[config.mk]
export PLATFORM = sky130hd
export DESIGN_NAME = boost_state_estimator
export DESIGN_NICKNAME = d
export VERILOG_FILES = /design/src/rtl/boost_est_pkg.sv /design/src/rtl/est_sat.sv /design/src/rtl/est_coef_regs.sv /design/src/rtl/est_tick.sv /design/src/rtl/est_state.sv /design/src/rtl/est_resid.sv /design/src/rtl/boost_state_estimator.sv
export SDC_FILE = /design/constraint.sdc
export NUM_CORES = 2
export LEC_CHECK = 0
export ABC_AREA = 1
export BUFFER_PORTS_ARGS = -buffer_cell sky130_fd_sc_hd__clkbuf_2
export CAP_MARGIN = 20
export CORE_MARGIN = 1
export CORE_UTILIZATION = 50
export DETAILED_ROUTE_END_ITERATION = 6
export GPL_ROUTABILITY_DRIVEN = 0
export HOLD_SLACK_MARGIN = 0.05
export PLACE_DENSITY = 0.69
export SYNTH_ARGS = -nofsm -noshare
export SYNTH_HDL_FRONTEND = slang
export SYNTH_SLANG_ARGS = --single-unit
[constraint.sdc]
create_clock -name clk -period 9.9 [get_ports clk]
set_clock_uncertainty 0.1 [all_clocks]
set_input_delay 0.99 -clock clk [delete_from_list [all_inputs] [get_ports clk]]
set_output_delay 0.99 -clock clk [all_outputs]
set_load 0.01 [all_outputs]
[src/rtl/boost_est_pkg.sv]
package boost_est_pkg;
  localparam int unsigned SMP_W     = 16;
  localparam int unsigned COEF_W    = 16;
  localparam int unsigned COEF_FRAC = 14;
  localparam int unsigned STEP_CYC  = 100;
  localparam int unsigned N_COEF    = 5;
  localparam int unsigned SEL_W     = 3;

  typedef enum logic [SEL_W-1:0] {
    SEL_DT_L  = 3'd0,
    SEL_RDT_L = 3'd1,
    SEL_DT_C  = 3'd2,
    SEL_KV    = 3'd3,
    SEL_KI    = 3'd4
  } coef_sel_e;
endpackage

[src/rtl/est_sat.sv]
module est_sat #(
  parameter int unsigned IW = 34,
  parameter int unsigned OW = 16
) (
  input  logic signed [IW-1:0] in_v,
  output logic signed [OW-1:0] out_v
);
  localparam logic signed [IW-1:0] MAXV = {{(IW-OW+1){1'b0}}, {(OW-1){1'b1}}};
  localparam logic signed [IW-1:0] MINV = {{(IW-OW+1){1'b1}}, {(OW-1){1'b0}}};

  always_comb begin
    if (in_v > MAXV)      out_v = MAXV[OW-1:0];
    else if (in_v < MINV) out_v = MINV[OW-1:0];
    else                  out_v = in_v[OW-1:0];
  end
endmodule

[src/rtl/est_coef_regs.sv]
module est_coef_regs #(
  parameter int unsigned CW    = 16,
  parameter int unsigned NC    = 5,
  parameter int unsigned SELW  = 3,
  parameter logic [NC*CW-1:0] RST_VAL = '0
) (
  input  logic            clk,
  input  logic            rst_n,
  input  logic            cfg_we,
  input  logic [SELW-1:0] cfg_sel,
  input  logic [CW-1:0]   cfg_val,
  output logic [NC*CW-1:0] coef_o
);
  for (genvar g = 0; g < NC; g++) begin : g_coef
    logic [CW-1:0] q, nxt;
    logic          hit;
    assign hit = cfg_we && (cfg_sel == SELW'(g));

    always_comb begin
      nxt = q;
      if (hit) nxt = cfg_val;
    end

    always_ff @(posedge clk or negedge rst_n) begin
      if (!rst_n)   q <= RST_VAL[g*CW +: CW];
      else if (hit) q <= nxt;
    end

    assign coef_o[g*CW +: CW] = q;
  end


  bad_sel_chk: assert property (@(posedge clk) disable iff (!rst_n)
    (cfg_we && (cfg_sel >= SELW'(NC))) |=> $stable(coef_o));
endmodule

[src/rtl/est_tick.sv]
module est_tick #(
  parameter int unsigned STEP_CYCLES = 100
) (
  input  logic clk,
  input  logic rst_n,
  output logic tick
);
  localparam int unsigned CNTW = (STEP_CYCLES > 2) ? $clog2(STEP_CYCLES) : 1;
  localparam logic [CNTW-1:0] LAST = CNTW'(STEP_CYCLES - 1);

  logic [CNTW-1:0] cnt_q, cnt_d;

  assign tick = (cnt_q == LAST);

  always_comb begin
    cnt_d = cnt_q + 1'b1;
    if (tick) cnt_d = '0;
  end

  always_ff @(posedge clk or negedge rst_n) begin
    if (!rst_n) cnt_q <= '0;
    else        cnt_q <= cnt_d;
  end
endmodule

[src/rtl/est_state.sv]
module est_state #(
  parameter int unsigned DW = 16,
  parameter int unsigned CW = 16,
  parameter int unsigned CF = 14
) (
  input  logic                 clk,
  input  logic                 rst_n,
  input  logic                 tick,
  input  logic                 sw_closed,
  input  logic signed [DW-1:0] vin,
  input  logic signed [DW-1:0] iload,
  input  logic                 ld_stb,
  input  logic signed [DW-1:0] ld_il,
  input  logic signed [DW-1:0] ld_vc,
  input  logic signed [CW-1:0] k_dtl,
  input  logic signed [CW-1:0] k_rdtl,
  input  logic signed [CW-1:0] k_dtc,
  output logic signed [DW-1:0] il_q,
  output logic signed [DW-1:0] vc_q
);
  localparam int unsigned SW = DW + CW + 3;
  localparam int unsigned NW = SW + 1;

  logic signed [SW-1:0]   m_vin, m_ril, m_vc, m_chg, sum_il, sum_vc;
  logic signed [DW:0]     chg_cur;
  logic signed [NW-1:0]   raw_il, raw_vc;
  logic signed [DW-1:0]   sat_il, sat_vc, il_d, vc_d;

  // switch open: inductor current and capacitor voltage couple
  always_comb begin
    chg_cur = sw_closed ? -(DW+1)'(iload) : (DW+1)'(il_q) - (DW+1)'(iload);
    m_vin   = SW'(k_dtl)  * SW'(vin);
    m_ril   = SW'(k_rdtl) * SW'(il_q);
    m_vc    = sw_closed ? '0 : SW'(k_dtl) * SW'(vc_q);
    m_chg   = SW'(k_dtc)  * SW'(chg_cur);
    sum_il  = m_vin - m_ril - m_vc;
    sum_vc  = m_chg;
    raw_il  = NW'(il_q) + NW'(sum_il >>> CF);
    raw_vc  = NW'(vc_q) + NW'(sum_vc >>> CF);
  end

  est_sat #(.IW(NW), .OW(DW)) u_sat_il (.in_v(raw_il), .out_v(sat_il));
  est_sat #(.IW(NW), .OW(DW)) u_sat_vc (.in_v(raw_vc), .out_v(sat_vc));

  always_comb begin
    il_d = il_q;
    vc_d = vc_q;
    if (ld_stb) begin
      il_d = ld_il;
      vc_d = ld_vc;
    end else if (tick) begin
      il_d = sat_il;
      vc_d = sat_vc;
    end
  end

  always_ff @(posedge clk or negedge rst_n) begin
    if (!rst_n) begin
      il_q <= '0;
      vc_q <= '0;
    end else if (ld_stb || tick) begin
      il_q <= il_d;
      vc_q <= vc_d;
    end
  end


  hold_chk: assert property (@(posedge clk) disable iff (!rst_n)
    (!tick && !ld_stb) |=> ($stable(il_q) && $stable(vc_q)));


  load_chk: assert property (@(posedge clk) disable iff (!rst_n)
    ld_stb |=> ((il_q == $past(ld_il)) && (vc_q == $past(ld_vc))));


  closed_vc_chk: assert property (@(posedge clk) disable iff (!rst_n)
    (tick && sw_closed && !ld_stb && (iload == '0)) |=> $stable(vc_q));
endmodule

[src/rtl/est_resid.sv]
module est_resid #(
  parameter int unsigned DW = 16,
  parameter int unsigned CW = 16,
  parameter int unsigned CF = 14
) (
  input  logic                 clk,
  input  logic                 rst_n,
  input  logic                 tick,
  input  logic signed [DW-1:0] meas_il,
  input  logic signed [DW-1:0] meas_vc,
  input  logic signed [DW-1:0] est_il,
  input  logic signed [DW-1:0] est_vc,
  input  logic signed [CW-1:0] k_cur,
  input  logic signed [CW-1:0] k_volt,
  output logic signed [DW-1:0] res_il,
  output logic signed [DW-1:0] res_vc,
  output logic                 res_valid
);
  localparam int unsigned NCH = 2;
  localparam int unsigned RW  = DW + 1 + CW;

  logic signed [DW-1:0] meas_a [NCH];
  logic signed [DW-1:0] est_a  [NCH];
  logic signed [CW-1:0] k_a    [NCH];
  logic signed [DW-1:0] res_a  [NCH];

  assign meas_a[0] = meas_il;  assign meas_a[1] = meas_vc;
  assign est_a[0]  = est_il;   assign est_a[1]  = est_vc;
  assign k_a[0]    = k_cur;    assign k_a[1]    = k_volt;

  for (genvar c = 0; c < NCH; c++) begin : g_ch
    logic signed [DW:0]   diff;
    logic signed [RW-1:0] prod;
    logic signed [RW-1:0] scaled;
    logic signed [DW-1:0] sat_v, res_d, res_q;

    always_comb begin
      diff   = (DW+1)'(meas_a[c]) - (DW+1)'(est_a[c]);
      prod   = RW'(diff) * RW'(k_a[c]);
      scaled = prod >>> CF;
    end

    est_sat #(.IW(RW), .OW(DW)) u_sat (.in_v(scaled), .out_v(sat_v));

    always_comb begin
      res_d = res_q;
      if (tick) res_d = sat_v;
    end

    always_ff @(posedge clk or negedge rst_n) begin
      if (!rst_n)    res_q <= '0;
      else if (tick) res_q <= res_d;
    end

    assign res_a[c] = res_q;


    zero_res_chk: assert property (@(posedge clk) disable iff (!rst_n)
      (tick && (meas_a[c] == est_a[c])) |=> (res_q == '0));
  end

  assign res_il = res_a[0];
  assign res_vc = res_a[1];

  always_ff @(posedge clk or negedge rst_n) begin
    if (!rst_n) res_valid <= 1'b0;
    else        res_valid <= tick;
  end
endmodule

[src/rtl/boost_state_estimator.sv]
module boost_state_estimator
  import boost_est_pkg::*;
#(
  parameter int unsigned DW          = SMP_W,
  parameter int unsigned CW          = COEF_W,
  parameter int unsigned CF          = COEF_FRAC,
  parameter int unsigned STEP_CYCLES = STEP_CYC,
  parameter logic [CW-1:0] RST_DTL   = '0,
  parameter logic [CW-1:0] RST_RDTL  = '0,
  parameter logic [CW-1:0] RST_DTC   = '0,
  parameter logic [CW-1:0] RST_KV    = CW'(1 << CF),
  parameter logic [CW-1:0] RST_KI    = CW'(1 << CF)
) (
  input  logic                   clk,
  input  logic                   rst_n,
  input  logic                   sw_closed,
  input  logic signed [DW-1:0]   vin_smp,
  input  logic signed [DW-1:0]   iload_smp,
  input  logic signed [DW-1:0]   il_meas,
  input  logic signed [DW-1:0]   vc_meas,
  input  logic                   ld_stb,
  input  logic signed [DW-1:0]   ld_il,
  input  logic signed [DW-1:0]   ld_vc,
  input  logic                   cfg_we,
  input  logic [SEL_W-1:0]       cfg_sel,
  input  logic [CW-1:0]          cfg_val,
  output logic signed [DW-1:0]   il_est,
  output logic signed [DW-1:0]   vc_est,
  output logic signed [DW-1:0]   il_res,
  output logic signed [DW-1:0]   vc_res,
  output logic                   res_valid
);
  localparam logic [N_COEF*CW-1:0] RST_ALL = {RST_KI, RST_KV, RST_DTC, RST_RDTL, RST_DTL};
  localparam int unsigned GW = $clog2(STEP_CYCLES + 1) + 1;

  logic               rs1_q, rs2_q, rst_i_n;
  logic [N_COEF*CW-1:0] coef;
  logic               tick;

  // asynchronous assertion, synchronous release
  always_ff @(posedge clk or negedge rst_n) begin
    if (!rst_n) begin
      rs1_q <= 1'b0;
      rs2_q <= 1'b0;
    end else begin
      rs1_q <= 1'b1;
      rs2_q <= rs1_q;
    end
  end
  assign rst_i_n = rs2_q;

  est_coef_regs #(.CW(CW), .NC(N_COEF), .SELW(SEL_W), .RST_VAL(RST_ALL)) u_coef (
    .clk(clk), .rst_n(rst_i_n), .cfg_we(cfg_we), .cfg_sel(cfg_sel),
    .cfg_val(cfg_val), .coef_o(coef));

  est_tick #(.STEP_CYCLES(STEP_CYCLES)) u_tick (
    .clk(clk), .rst_n(rst_i_n), .tick(tick));

  est_state #(.DW(DW), .CW(CW), .CF(CF)) u_state (
    .clk(clk), .rst_n(rst_i_n), .tick(tick), .sw_closed(sw_closed),
    .vin(vin_smp), .iload(iload_smp), .ld_stb(ld_stb), .ld_il(ld_il), .ld_vc(ld_vc),
    .k_dtl(coef[int'(SEL_DT_L)*CW +: CW]),
    .k_rdtl(coef[int'(SEL_RDT_L)*CW +: CW]),
    .k_dtc(coef[int'(SEL_DT_C)*CW +: CW]),
    .il_q(il_est), .vc_q(vc_est));

  est_resid #(.DW(DW), .CW(CW), .CF(CF)) u_resid (
    .clk(clk), .rst_n(rst_i_n), .tick(tick),
    .meas_il(il_meas), .meas_vc(vc_meas), .est_il(il_est), .est_vc(vc_est),
    .k_cur(coef[int'(SEL_KI)*CW +: CW]), .k_volt(coef[int'(SEL_KV)*CW +: CW]),
    .res_il(il_res), .res_vc(vc_res), .res_valid(res_valid));

  // step-spacing checker
  logic [GW-1:0] gap_q;
  logic          seen_q;
  always_ff @(posedge clk or negedge rst_i_n) begin
    if (!rst_i_n) begin
      gap_q  <= '0;
      seen_q <= 1'b0;
    end else if (res_valid) begin
      gap_q  <= '0;
      seen_q <= 1'b1;
    end else if (gap_q != {GW{1'b1}}) begin
      gap_q  <= gap_q + 1'b1;
    end
  end


  step_gap_chk: assert property (@(posedge clk) disable iff (!rst_i_n)
    (res_valid && seen_q) |-> (gap_q == GW'(STEP_CYCLES - 1)));
endmodule

After elaboration in Yosys (flattened, before gate mapping)
Index checks and enable logic that the tools add are counted.

word-level totals
  register bits after elaboration = 154

operators by class
  order comparisons = 8
  multiply operators = 6
  reductions and logical operators = 9
  add/subtract/negate cells = 9
  muxes and demuxes = 15
  eq/ne operators = 5

operator list
  operator                count
  $mux W16                12
  $mul A16 B16 Y32        3
  $gt A36 B16 Y1 const B  2
  $lt A36 B16 Y1 const B  2
  $sub A35 B35 Y35        2
  $mul A17 B16 Y33        2
  $sub A16 B16 Y17        3
  $gt A19 B16 Y1 const B  2
  $lt A19 B16 Y1 const B  2
  $mux W35                1
  $mul A16 B17 Y33        1
  $add A16 B21 Y22        1
  $add A16 B19 Y20        1
  $mux W17                1
  $neg A16 Y17            1
  $add A7 B1 Y7 const B   1
  $eq A7 B7 Y1 const B    1
  $mux W7                 1
  $eq A3 B2 Y1 const B    2
  $logic_and A1 B1 Y1     5
  $eq A3 B1 Y1 const B    1
  $eq A3 B3 Y1 const B    1
  $logic_not A3 Y1        1
  $reduce_and A2 Y1       1
  other kinds (2)         2

Longest topological paths before layout
  depth after elaboration = 9
  mapped depth = 55
  gate-level depth less buffers = 53

Modules after synthesis
From an unflattened synthesis, not the netlist that was laid out.

unflattened totals
  cells, all modules = 10614
  area total of the unflattened synthesis = 79481.2 µm²

by module, submodules not included
  module                               area each (µm²)  seq. area each (µm²)  cells each  instances
  est_state                            49877.8          800.8                 6716        1
  est_resid                            24521.0          825.8                 3177        1
  est_coef_regs                        3250.6           2004.4                356         1
  est_sat (u_resid.g_ch[0].u_sat ...)  395.4            0.0                   90          2
  est_sat (u_state.u_sat_il ...)       312.8            0.0                   70          2
  est_tick                             361.6            175.2                 42          1
  boost_state_estimator                53.8             50.0                  3           1

Worst setup path after synthesis
OpenSTA, ideal clock, no wires.

  path type = input port to flip-flop
  start point = in vin_smp[3]
  end point = reg u_state.il_q[10]
  setup time = 116 ps
  arrival = 9407 ps
  required time = 9684 ps
  stages on the path = 50
  setup slack = 277 ps
  path through = clkbuf_1 -> clkbuf_1 -> nand2_1 -> fa_1 -> inv_1 -> fa_1 -> inv_1 -> fa_1 -> inv_1 -> fa_1 -> fa_1 -> inv_1 -> fa_1 -> inv_1 -> ha_1 -> nand2_1 -> inv_1 -> nand2_1 -> (+14 left out) -> nand2_1 -> xor2_1 -> ha_1 -> nand2_1 -> inv_1 -> nand2_1 -> inv_1 -> a21oi_1 -> nand3_1 -> nand2_1 -> nand2_1 -> nor2_2 -> nand3_2 -> a21oi_4 -> buf_6 -> nand2_1 -> nand2_1 -> nand2_1

on the way
  word-level cells in the longest chain between the ends = 9
  elaborated cells between the ends (all ways) = 10

ends and longest elaborated chain
  item                               line                         RTL
  start, declared                    boost_state_estimator.sv:17  input logic signed [DW-1:0] vin_smp,
  $mul A16 B16 Y32 (*)               est_state.sv:32              m_vin = SW'(k_dtl) * SW'(vin);
  $sub A35 B35 Y35 (*) (2 in a row)  est_state.sv:36              sum_il = m_vin - m_ril - m_vc;
  $add A16 B21 Y22 (*)               est_state.sv:38              raw_il = NW'(il_q) + NW'(sum_il >>> CF);
  $lt A36 B16 Y1                     est_sat.sv:13                else if (in_v < MINV) out_v = MINV[OW-1:0];
  $mux W16                           est_sat.sv:13
  $mux W16 (*)                       est_sat.sv:12                if (in_v > MAXV) out_v = MAXV[OW-1:0];
  $mux W16 (*)                       est_state.sv:51              end else if (tick) begin
  $mux W16 (*)                       est_state.sv:48              if (ld_stb) begin
  end signal, assigned               est_state.sv:62              il_q <= il_d;
  end, declared                      est_state.sv:18              output logic signed [DW-1:0] il_q,

Every way passes the cells marked *; elsewhere a longest branch is shown, timed or not. The select of a mux whose other input is x is not followed.
A chain may end at the register's enable or synchronous reset.

Final worst setup path
  start point = reg u_state.vc_q[3]
  end point = reg u_state.il_q[10]

on the way
  word-level cells in the longest chain between the ends = 9
  elaborated cells between the ends (all ways) = 10

ends and longest elaborated chain
  item                    line             RTL
  start, declared         est_state.sv:19  output logic signed [DW-1:0] vc_q
  start signal, assigned  est_state.sv:63  vc_q <= vc_d;
  $mul A16 B16 Y32 (*)    est_state.sv:34  m_vc = sw_closed ? '0 : SW'(k_dtl) * SW'(vc_q);
  $mux W35 (*)            est_state.sv:34
  $sub A35 B35 Y35 (*)    est_state.sv:36
  $add A16 B21 Y22 (*)    est_state.sv:38
  $lt A36 B16 Y1          est_sat.sv:13
  $mux W16                est_sat.sv:13
  $mux W16 (*)            est_sat.sv:12
  $mux W16 (*)            est_state.sv:51
  $mux W16 (*)            est_state.sv:48

Marks and branches as above.

==> impl_metrics.csv <==
group,metric,value,unit
drt,firstDrtPassIters,7,
timing,finalCriticalPeriod,9.71,ns
floorplanning,die-area,0.153,mm^2
timing,timing.final.ws_setup,0.187,ns
clock_tree,h-tree-depth,4,
logic_synthesis,synth_ff_type,"dfrtp_1",
timing,setup-violations-final,0,
placed_design,dp_hpwl,191,mm
clock_tree,numCtsBuffers,17,
timing,rsz0062_at_grt,"true",
logic_synthesis,yosysWarnings,0,
logic_synthesis,synth_area_leader_cell,"fa_1",
logic_synthesis,ys_types,62,
logic_synthesis,syn_avg_cell_area,7.73,um^2
logic_synthesis,synth-edff-count,0,
final_layout,fill_cells,13600,
drt,via_count,65400,
final_layout,final_common_cell,"inv_1",
clock_tree,cts.path.max_buffers,2,
clock_tree,numClockSinks,154,
final_layout,syn_to_final_growth,12.0,%
timing,hold_viol_final,0,
worst_setup_path,path_class,"reg -> reg",
worst_hold_path,hp-class,"in -> async",
logic_synthesis,synth_area,0.0758,mm^2
floorplanning,io_pins,185,
final_layout,layout.area.seq,0.00394,mm^2
worst_setup_path,crit_slowest_cell,"fa_2",
global_routing,grt_first_pass_wirelength,358,mm
placed_design,numPortBuffers,184,
floorplanning,die_w,391,um
worst_setup_path,crit_fanout,13,
worst_setup_path,cp-start-kind,"flip-flop",
floorplanning,num_rows,142,
worst_setup_path,slowest_delay,0.64,ns
drt,drt-initial-drc-count,5007,
logic_synthesis,synth_cells,9813,
global_routing,grt_start_max_net_pins,69,
final_layout,most-common-layout-cells,"inv_1 (2622), nand2_1 (2260), fa_1 (1635)",
logic_synthesis,synth_area_leaders,"fa_1 (43%), inv_1 (13%), nand2_1 (11%)",
drt,wirelength,225,mm
timing,worst_pin_slew,1.05,ns
final_layout,final_nets,12700,
clock_tree,clk_root_buffer_cell,"clkbuf_16",
clock_tree,cts_hold_buf,0,
final_layout,drive_gt1_share,12.3,%
placed_design,dp_slack,-0.428,ns
worst_setup_path,end_kind,"flip-flop",
worst_setup_path,arrival,10.03,ns
logic_synthesis,async_reset_ff_share,100,%
drt,avgViaCountPerCell,5.29,
global_routing,grt_overflow,0,
outcome,run_status,"finished with violations",
timing,finalCritPeriodShare,98.1,%
floorplanning,die_h,391,um
outcome,violations,"DRC",
floorplanning,core,0.150,mm^2
global_routing,grtUsageTotal,29.9,%
final_layout,multi_input_area,0.0618,mm^2
job,maxCapViolations,0,
logic_synthesis,synth_seq_cells,154,
clock_tree,cts_tree,"yes",
timing,max_freq,103,MHz
worst_setup_path,cpMostUsedCell,"nand2_1",
drt,wl_per_cell,18.2,um
timing,drv_slew,0,
worst_setup_path,worst_ep_required_time,10.21,ns
global_routing,grt_pass1_vias,68500,
timing,relSlewSlack,29.8,%
clock_tree,clk_pin_slew,0.09,ns
logic_synthesis,ys_seq_area_share,5.09,%
drt,ant_nets,0,
clock_tree,clk_latency,0.53,ns
drt,route.detailed.drc,4,
logic_synthesis,syn-num-nets,12200,
logic_synthesis,synth_top_area_share,43.5,%
floorplanning,start_util,50.5,%
global_routing,grt_antenna_before_repair,10,
-- flip-flops by register name (all words and copies together) (netlist names) --
signal             count
u_coef.g_coef.q       80
u_resid.res_il        16
u_resid.res_vc        16
u_state.il_q          16
u_state.vc_q          16
u_tick.cnt_q           7
rs1_q                  1
rs2_q                  1
u_resid.res_valid      1
-- metrics by stage --
stage	std cells	hold WS, ns	util (%)	setup TNS, ns	area (um^2)
2_1_floorplan	9813	0.231	-	0	75800
3_3_place_gp	12300	0.156	54.9	-5.97	82500
3_5_place_dp	12300	0.157	54.9	-8.47	82500
4_1_cts	12300	0.119	55.4	0	83100
5_1_grt	12400	0.122	56.5	-3.69	84900
6_report	12400	0.143	56.5	0	84900
-- cells by family after synthesis --
group | Yosys count | share of synthesized area (%)
other | 1 | 0.00495
xor gates and xnor gates | 212 | 2.46
AOI/OAI and AO/OA | 822 | 6.09
and+or+nand+nor | 3377 | 17.8
buffers and inverters | 2986 | 14.9
DFF | 154 | 5.09
adders and majority gates | 2261 | 53.6
-- per-layer routing --
| metal | vias up | wire length, um | GRT usage [%] |
|---|---|---|---|
| met5 | - | 57 | 0 |
| met4 | 8 | 11200 | 12.5 |
| met3 | 604 | 22100 | 6.40 |
| met2 | 2860 | 103000 | 47.8 |
| met1 | 32400 | 88900 | 39.2 |
| li1 | 29600 | - | - |
-- worst paths after layout --
path / slack [ns] / endpoint / startpoint / cells after the start
worst max-delay path: 0.19 / u_state.il_q[10]$_DFFE_PN0P_ / u_state.vc_q[3]$_DFFE_PN0P_ / 46
worst min-delay path: 0.14 / rs1_q$_DFF_PN0_ / rst_n / 1
max in group asynchronous: 7.30 / u_state.il_q[7]$_DFFE_PN0P_ / rs2_q$_DFF_PN0_ / 2
min in group clk: 0.26 / rs2_q$_DFF_PN0_ / rs1_q$_DFF_PN0_ / 0
worst max register to register: 0.19 / u_state.il_q[10]$_DFFE_PN0P_ / u_state.vc_q[3]$_DFFE_PN0P_ / 46
worst min register to register: 0.15 / u_resid.res_il[15]$_DFFE_PN0P_ / rs2_q$_DFF_PN0_ / 0
-- Yosys cell counts (all sizes together), types with 2 or more instances --
cell,count
o31ai,8
o21a,15
clkinv,18
o221ai,6
clkbuf,288
a31oi,9
nor3b,4
inv,2648
o21ai,281
a21oi,411
a21o,30
fa,1646
a31o,2
o2111ai,3
o211ai,6
xnor2,87
nand3b,6
xor2,125
ha,615
nor2,667
nand3,218
and3,2
nor4,20
dfrtp,152
dfstp,2
nand2,2314
a22oi,2
o21bai,31
a211oi,3
or2,41
nand4,48
nor3,57
a21boi,3
buf,32
a221oi,6
-- timing repair --
action	in CTS	in global routing
hold endpoints to repair	0	0
buffers inserted	0	53
gates resized for setup	22	316
pin swaps	0	51
endpoints found under the setup margin	16	32
cloned	0	1
-- layout make-up --
cell class	count	area share, %
diodes	6	0.0177
clock buffers	17	0.501
clock inverters	15	0.193
inverters	2666	11.8
multi-input cells	6674	72.8
flip-flops and latches	154	4.64
well taps	2016	2.97
repair buffers	816	7.06
-- worst max-delay path, delay by kind of cell, from the launching register on --
family                     cells  cell delay (ns)
adders and majority gates     10             4.58
AOI/OAI and AO/OA              9             1.74
and+or+nand+nor               17             1.60
buffers and inverters         10             1.08
DFF                            1             0.48
Power is not shown: default switching activity piles up to over one toggle a cycle in this logic, so the estimate is an artifact.
